## config.mk

```make
export PLATFORM = sky130hd
export DESIGN_NAME = can_accept_filter
export DESIGN_NICKNAME = d
export VERILOG_FILES = /design/src/rtl/can_af_pkg.sv /design/src/rtl/can_af_regs.sv /design/src/rtl/can_af_map.sv /design/src/rtl/can_af_match.sv /design/src/rtl/can_accept_filter.sv
export SDC_FILE = /design/constraint.sdc
export NUM_CORES = 1
export LEC_CHECK = 0
export BUFFER_PORTS_ARGS = -buffer_cell sky130_fd_sc_hd__buf_4
export CAP_MARGIN = 0
export CORE_UTILIZATION = 56
export DETAILED_ROUTE_END_ITERATION = 12
export GPL_TIMING_DRIVEN = 0
export PLACE_DENSITY = 0.85
export SETUP_SLACK_MARGIN = 0.4
export SLEW_MARGIN = 20
export SYNTH_ARGS = -nofsm -noshare
export SYNTH_HDL_FRONTEND = slang
export SYNTH_SLANG_ARGS = --single-unit
```

## constraint.sdc

```tcl
create_clock -name clk -period 2.7 [get_ports clk]
set_input_delay 0.135 -clock clk [delete_from_list [all_inputs] [get_ports clk]]
set_output_delay 0.135 -clock clk [all_outputs]
set_load 0.01 [all_outputs]
```

## src/rtl/can_af_pkg.sv

```systemverilog
// Package for the acceptance filter: widths and the filter-arrangement type.
// Assumes four code/mask byte pairs and a 29-bit identifier field.
package can_af_pkg;
    localparam int AF_BYTES = 4;
    localparam int AF_BW    = 8;
    localparam int AF_VW    = AF_BYTES * AF_BW;
    localparam int AF_IDW   = 29;
    localparam int AF_NFLT  = 2;

    typedef enum logic [1:0] {
        FM_LEGACY = 2'd0,
        FM_SINGLE = 2'd1,
        FM_DUAL   = 2'd2
    } fmode_e;

    typedef logic [AF_VW-1:0] afvec_t;
endpackage

```

## src/rtl/can_af_regs.sv

```systemverilog
// Code and mask byte registers. Writes land only while cfg_hold is high.
// Flat outputs place byte 0 in the most significant position.
// Assumes 2*BYTES addresses; the top address bit selects the mask bank.
module can_af_regs #(
    parameter int BYTES = 4,
    parameter int BW    = 8,
    localparam int AW    = $clog2(2 * BYTES),
    localparam int IDX_W = AW - 1,
    localparam int VW    = BYTES * BW
) (
    input  logic          clk,
    input  logic          rst_n,
    input  logic          cfg_hold,
    input  logic          cfg_we,
    input  logic [AW-1:0] cfg_addr,
    input  logic [BW-1:0] cfg_wdata,
    output logic [VW-1:0] code_flat,
    output logic [VW-1:0] mask_flat
);
    logic wr_ok;
    assign wr_ok = cfg_hold && cfg_we;

    for (genvar i = 0; i < BYTES; i++) begin : g_byte
        localparam int POS = (BYTES - 1 - i) * BW;

        // Code byte i: reset to all zeros, loaded on a permitted write.
        always_ff @(posedge clk) begin
            if (!rst_n)
                code_flat[POS +: BW] <= '0;
            else if (wr_ok && !cfg_addr[AW-1] && cfg_addr[IDX_W-1:0] == IDX_W'(i))
                code_flat[POS +: BW] <= cfg_wdata;
        end

        // Mask byte i: reset to all ones (everything don't-care).
        always_ff @(posedge clk) begin
            if (!rst_n)
                mask_flat[POS +: BW] <= '1;
            else if (wr_ok && cfg_addr[AW-1] && cfg_addr[IDX_W-1:0] == IDX_W'(i))
                mask_flat[POS +: BW] <= cfg_wdata;
        end
    end


    cfg_locked_chk: assert property (@(posedge clk) disable iff (!rst_n)
        !cfg_hold |=> ($stable(code_flat) && $stable(mask_flat)));
endmodule

```

## src/rtl/can_af_map.sv

```systemverilog
// Field mapper: arranges frame fields into the 32-bit layout of the code
// register for each filter. Also marks bits excluded from each filter
// (unused positions, missing data bytes). Purely combinational.
module can_af_map
    import can_af_pkg::*;
(
    input  fmode_e            fmode,
    input  logic [AF_IDW-1:0] id,
    input  logic              ext,
    input  logic              rtr,
    input  logic [3:0]        dlc,
    input  logic [AF_BW-1:0]  d0,
    input  logic [AF_BW-1:0]  d1,
    output afvec_t            rx_a,
    output afvec_t            ign_a,
    output afvec_t            rx_b,
    output afvec_t            ign_b,
    output logic              use_b
);
    logic miss0, miss1;
    logic [AF_BW-1:0] ign_d0, ign_d1;

    // Data bytes absent from the frame are excluded from comparison.
    always_comb begin
        miss0  = rtr || (dlc == 4'd0);
        miss1  = rtr || (dlc < 4'd2);
        ign_d0 = miss0 ? '1 : '0;
        ign_d1 = miss1 ? '1 : '0;
    end

    // Select the bit layout for the current arrangement and frame format.
    always_comb begin
        rx_a  = '0;
        ign_a = '1;
        rx_b  = '0;
        ign_b = '1;
        use_b = 1'b0;
        unique case (fmode)
            FM_LEGACY: begin
                rx_a  = {(ext ? id[28:21] : id[10:3]), 24'h0};
                ign_a = {8'h00, 24'hFF_FFFF};
            end
            FM_SINGLE: begin
                if (ext) begin
                    rx_a  = {id[28:0], rtr, 2'b00};
                    ign_a = 32'h0000_0003;
                end else begin
                    rx_a  = {id[10:0], rtr, 4'h0, d0, d1};
                    ign_a = {12'h000, 4'hF, ign_d0, ign_d1};
                end
            end
            FM_DUAL: begin
                use_b = 1'b1;
                if (ext) begin
                    rx_a  = {id[28:13], 16'h0000};
                    ign_a = 32'h0000_FFFF;
                    rx_b  = {16'h0000, id[28:13]};
                    ign_b = 32'hFFFF_0000;
                end else begin
                    rx_a  = {id[10:0], rtr, d0[7:4], 8'h00, 4'h0, d0[3:0]};
                    ign_a = {12'h000, ign_d0[7:4], 8'hFF, 4'hF, ign_d0[3:0]};
                    rx_b  = {16'h0000, id[10:0], rtr, 4'h0};
                    ign_b = {16'hFFFF, 12'h000, 4'hF};
                end
            end
            default: begin
                rx_a  = '0;
                ign_a = '1;
            end
        endcase
    end
endmodule

```

## src/rtl/can_af_match.sv

```systemverilog
// Bitwise matcher: a hit means every bit that is neither masked nor
// excluded equals the code bit. One instance per filter.
module can_af_match #(
    parameter int W = 32
) (
    input  logic         clk,
    input  logic         rst_n,
    input  logic [W-1:0] code,
    input  logic [W-1:0] mask,
    input  logic [W-1:0] rx,
    input  logic [W-1:0] ign,
    output logic         hit
);
    // Reduce the per-bit agreement vector to one hit flag.
    always_comb hit = &(~(rx ^ code) | mask | ign);


    open_mask_chk: assert property (@(posedge clk) disable iff (!rst_n)
        ((mask | ign) == '1) |-> hit);
endmodule

```

## src/rtl/can_accept_filter.sv

```systemverilog
// Top-level acceptance filter. It combines the register bank, the field
// mapper and two matchers. The verdict is registered on the frame strobe.
// Assumes frame fields are stable in the strobe cycle.
module can_accept_filter
    import can_af_pkg::*;
(
    input  logic              clk,
    input  logic              rst_n,
    input  logic              cfg_hold,
    input  logic              cfg_we,
    input  logic [2:0]        cfg_addr,
    input  logic [7:0]        cfg_wdata,
    input  logic              enh_mode,
    input  logic              dual_flt,
    input  logic              frm_valid,
    input  logic [28:0]       frm_id,
    input  logic              frm_ext,
    input  logic              frm_rtr,
    input  logic [3:0]        frm_dlc,
    input  logic [7:0]        frm_data0,
    input  logic [7:0]        frm_data1,
    output logic              accept
);
    afvec_t code_flat, mask_flat;
    afvec_t rx_v  [AF_NFLT];
    afvec_t ign_v [AF_NFLT];
    logic [AF_NFLT-1:0] hit;
    logic   use_b, verdict;
    fmode_e fmode;

    // Decode the two mode pins into a filter arrangement.
    always_comb fmode = !enh_mode ? FM_LEGACY : (dual_flt ? FM_DUAL : FM_SINGLE);

    can_af_regs #(.BYTES(AF_BYTES), .BW(AF_BW)) u_regs (
        .clk(clk), .rst_n(rst_n), .cfg_hold(cfg_hold), .cfg_we(cfg_we),
        .cfg_addr(cfg_addr), .cfg_wdata(cfg_wdata),
        .code_flat(code_flat), .mask_flat(mask_flat)
    );

    can_af_map u_map (
        .fmode(fmode), .id(frm_id), .ext(frm_ext), .rtr(frm_rtr), .dlc(frm_dlc),
        .d0(frm_data0), .d1(frm_data1),
        .rx_a(rx_v[0]), .ign_a(ign_v[0]), .rx_b(rx_v[1]), .ign_b(ign_v[1]),
        .use_b(use_b)
    );

    for (genvar f = 0; f < AF_NFLT; f++) begin : g_flt
        can_af_match #(.W(AF_VW)) u_match (
            .clk(clk), .rst_n(rst_n), .code(code_flat), .mask(mask_flat),
            .rx(rx_v[f]), .ign(ign_v[f]), .hit(hit[f])
        );
    end

    // The second filter counts only in dual arrangement.
    always_comb verdict = hit[0] || (use_b && hit[1]);

    // Capture the verdict on the strobe and hold it until the next one.
    always_ff @(posedge clk) begin
        if (!rst_n)
            accept <= 1'b0;
        else if (frm_valid)
            accept <= verdict;
    end


    accept_hold_chk: assert property (@(posedge clk) disable iff (!rst_n)
        !frm_valid |=> $stable(accept));


    accept_src_chk: assert property (@(posedge clk) disable iff (!rst_n)
        $rose(accept) |-> $past(frm_valid));
endmodule

```

==> impl_results.md <==
- Hold crit path type: in -> reg
- Violations in the final reports: design-rule violations
- Internal power consumption: 1.60 mW
- Startpoint of the worst-slack reg-to-reg timing path: u_regs.mask_flat[17]
- Cell repeated most along the worst path: buf_4
- Distinct cell type count of the synthesized netlist: 45
- Via count: 3667
- Terminating pin of the worst hold path: accept
- Met3 Wirelength: 817 µm
- Number of enable flip-flop cells after synthesis: 0
- Setup slack, reg-to-reg: 0.89 ns
- Latest clock arrival within the worst-skew pair: 0.34 ns
- Core area: 0.00649 mm²
- Pleak: 1.97 nW
- Post-synthesis instance total: 471
- WL met2: 5040 µm
- Longest individual stage delay on the worst path: 0.41 ns
- Peak Freq: 460 MHz
- Comb pwr share: 0.166
- Required time at the worst-slack endpoint: 2.95 ns
- Horizontal die dimension: 85.0 µm
- Largest cells by area after synthesis: dfxtp_1, mux2i_1, nand2_1, nor2b_1, xor2_1
- Via count of the first global-routing pass: 3477
- Cell Rows: 29
- Total buffers and inverters traversed by the critical path: 4
- Global-route wire length before repair: 17100 µm
- Clock Power Share: 0.377
- DRC violation total after the first TritonRoute iteration: 356
- RR Endpoint: accept
- Average size of a mapped cell: 8.18 µm²
- Net count of the finished layout: 612
- Worst Path Max Fanout: 10
- Cell area after synthesis: 0.00385 mm²
- Worst clock skew on the final layout: 0.00489 ns
- Origin of the worst min-delay path: frm_valid
- Die height: 85.0 µm
- P_sw: 579 µW
- TritonCTS clock tree: done
- Largest area contributor in the synthesized netlist: dfxtp_1
- Clock-pin slew of the registers on the worst-case setup and hold paths: 0.07 ns
- Largest net degree at the start of global routing: 12
- Final hold violation count: 0
- Share of power burned in registers: 0.457
- Synth Flop Type: dfxtp_1
- GPL Wtd Cong: 0.954
- Data arrival, critical path: 2.43 ns
- Multi-input gate area: 0.00240 mm²
- Net count of the mapped netlist: 542
- Number of buffer cells added on primary ports: 59
- Final-layout worst hold slack: 0.132 ns
- Cell area power density: 470 mW/mm²
- Setup repair after global routing missed its margin: false
- Deepest clock path buffer count: 2
- Final setup violation count: 0
- Crit path cell chain: buf_4, buf_4, nand2_4, inv_1, ha_4, or3b_4, buf_6, nor2_2, xnor2_1, o2111ai_1, o31ai_2, a31oi_1, o31ai_1
- Slowest cell on crit path: or3b_4
- Final standard cell count with taps included and fillers excluded: 623
- Slew at the pin with the worst max-slew slack: 0.938 ns
- # diodes: 0
- Net switching fraction of the power: 0.266
- Number of placed instances with taps included: 607
- Initial Utilization: 0.593
- Slew HR: 0.373
- Htree depth: 3
- Cell chosen for the clock root: clkbuf_8
- Number of DRC violations after detailed routing: 10
- Number of vias per cell: 5.89
- Area share of the largest cell type after synthesis: 0.338
- Post-DP HPWL: 8380 µm
- Post-CTS setup buffer count: 0
- Worst Setup Start Kind: input port
- Routed length on met1: 4780 µm
- Count of pins on the block boundary: 70
- Share of flip-flops with an asynchronous set or reset after synthesis: 0
- Final Core Density: 0.712
- Part of the cycle the worst path needs: 0.805
- Worst hold stages: 4
- Number of detailed-routing iterations run before antenna repair: 11
- Antenna violations before repair: 0
- Global route overflow: 0
- Critical path type: in -> reg
- Post-synthesis to final-layout area growth: 20.0%
- Number of antenna-violating nets in the routed design: 0
- Pre-CTS setup slack: -0.105 ns
- Element type at the critical path end: register
- Dominant delay contributor by cell family on the critical path: compound AO/OA/AOI/OAI gates
- Max Used Layer: met4
- Clock sink total: 65
- Path depth of the worst reg2reg path: 7
- MaxCap Viol Count: 0
- Commonest non-fill, non-tap cell in the layout: nand2_1
- Sequential fraction of the synthesis area: 0.338
- Avg WL per Cell: 17.5 µm
- Final Slew Violations: 0
- Commonest cells after routing, fill and taps aside: nand2_1, dfxtp_1, buf_4, mux2i_1, nor2b_1
- Clock buffer count from CTS: 9
- Number of hold buffers added after cts: 0
- All-layer global routing usage: 0.310
- Final worst path period need: 2.17 ns
- Filler cells: 531
- Maximum vdd drop: 0.368 mV
- Yosys warns: 0
- Yosys reg bits: 65
- Final routed wirelength across all metal layers: 10900 µm
- Setup total negative slack: 0 ns
- Proportion of layout cells with a drive suffix above 1: 0.178
- Run status: finished with violations
- Combined flip-flop and latch cell area: 0.00130 mm²
- Die Area: 0.00722 mm²
- Worst setup slack after layout: 0.527 ns
[cell families after synthesis]
group           Yosys count  synth area share
flops                    65             0.338
mux                      60             0.159
fa+ha+maj                 2           0.00649
buf+inv                  36            0.0484
compound gates           58            0.0964
xor+xnor                 42            0.0955
simple gates            208             0.257
[Yosys cell counts (all sizes together) (5+ instances only)]
| library cell | n |
|---|---|
| a21oi | 8 |
| o21ai | 12 |
| nand2 | 78 |
| or3 | 5 |
| nor2b | 36 |
| clkbuf | 12 |
| dfxtp | 65 |
| xnor2 | 19 |
| nand2b | 6 |
| o22ai | 18 |
| nor2 | 35 |
| inv | 7 |
| nand3 | 32 |
| xor2 | 23 |
| mux2i | 60 |
| buf | 17 |
[metal layers]
layer	global-route usage	vias to the layer above
met2	0.510	169
met1	0.402	1728
met4	0.140	0
li1	-	1747
met3	0.0477	23
met5	0	-
[worst register-to-register path, stage by stage (launching register included)]
cell	delay (ns)
dfxtp_1	0.38
nor2_1	0.09
a22oi_1	0.19
o32ai_1	0.10
a2111o_1	0.41
o21ai_0	0.21
nand4b_1	0.13
o31ai_1	0.23
[area by class of cell]
cell class / count / share of cell area
inverters: 7 / 0.00568
clock buffers: 11 / 0.0306
multi-input cells: 370 / 0.519
repair buffers: 59 / 0.0958
clock inverters: 5 / 0.0119
plain buffers: 29 / 0.0354
flip-flops and latches: 65 / 0.281
well taps: 77 / 0.0208
[repair_timing]
action,4_1_cts,5_1_grt
pin swaps,1,5
gates resized for setup,3,9
cloned,0,0
endpoints found under the setup margin,1,1
[power groups by stage]
stage               combinational, mW  clock (mW)  sequential, mW
floorplan                       0.206           0            1.01
global placement                0.342           0            1.01
detailed placement              0.349           0            1.01
CTS                             0.352       0.821           0.993
global route                    0.387       0.863           0.995
finish                          0.361       0.820           0.993
[how the worst max path moves through the flow]
stage / endpoint / cells after the start / startpoint
after detailed placement: accept / 13 / dual_flt
after CTS: accept / 13 / dual_flt
final: accept / 13 / dual_flt
after floorplan: accept / 12 / dual_flt
after global routing: accept / 13 / dual_flt
after global placement: accept / 13 / dual_flt
[state kept, by name, summed over array words and instances, names as in the netlist]
signal            count
u_regs.mask_flat     32
accept                1
u_regs.code_flat     32
[metrics by stage]
stage | power [mW] | cell area (µm²)
2_1_floorplan | 1.22 | 3850
3_3_place_gp | 1.36 | 4390
3_5_place_dp | 1.36 | 4390
4_1_cts | 2.17 | 4600
5_1_grt | 2.24 | 4630
6_report | 2.17 | 4630
(Power assumes the default switching activity.)
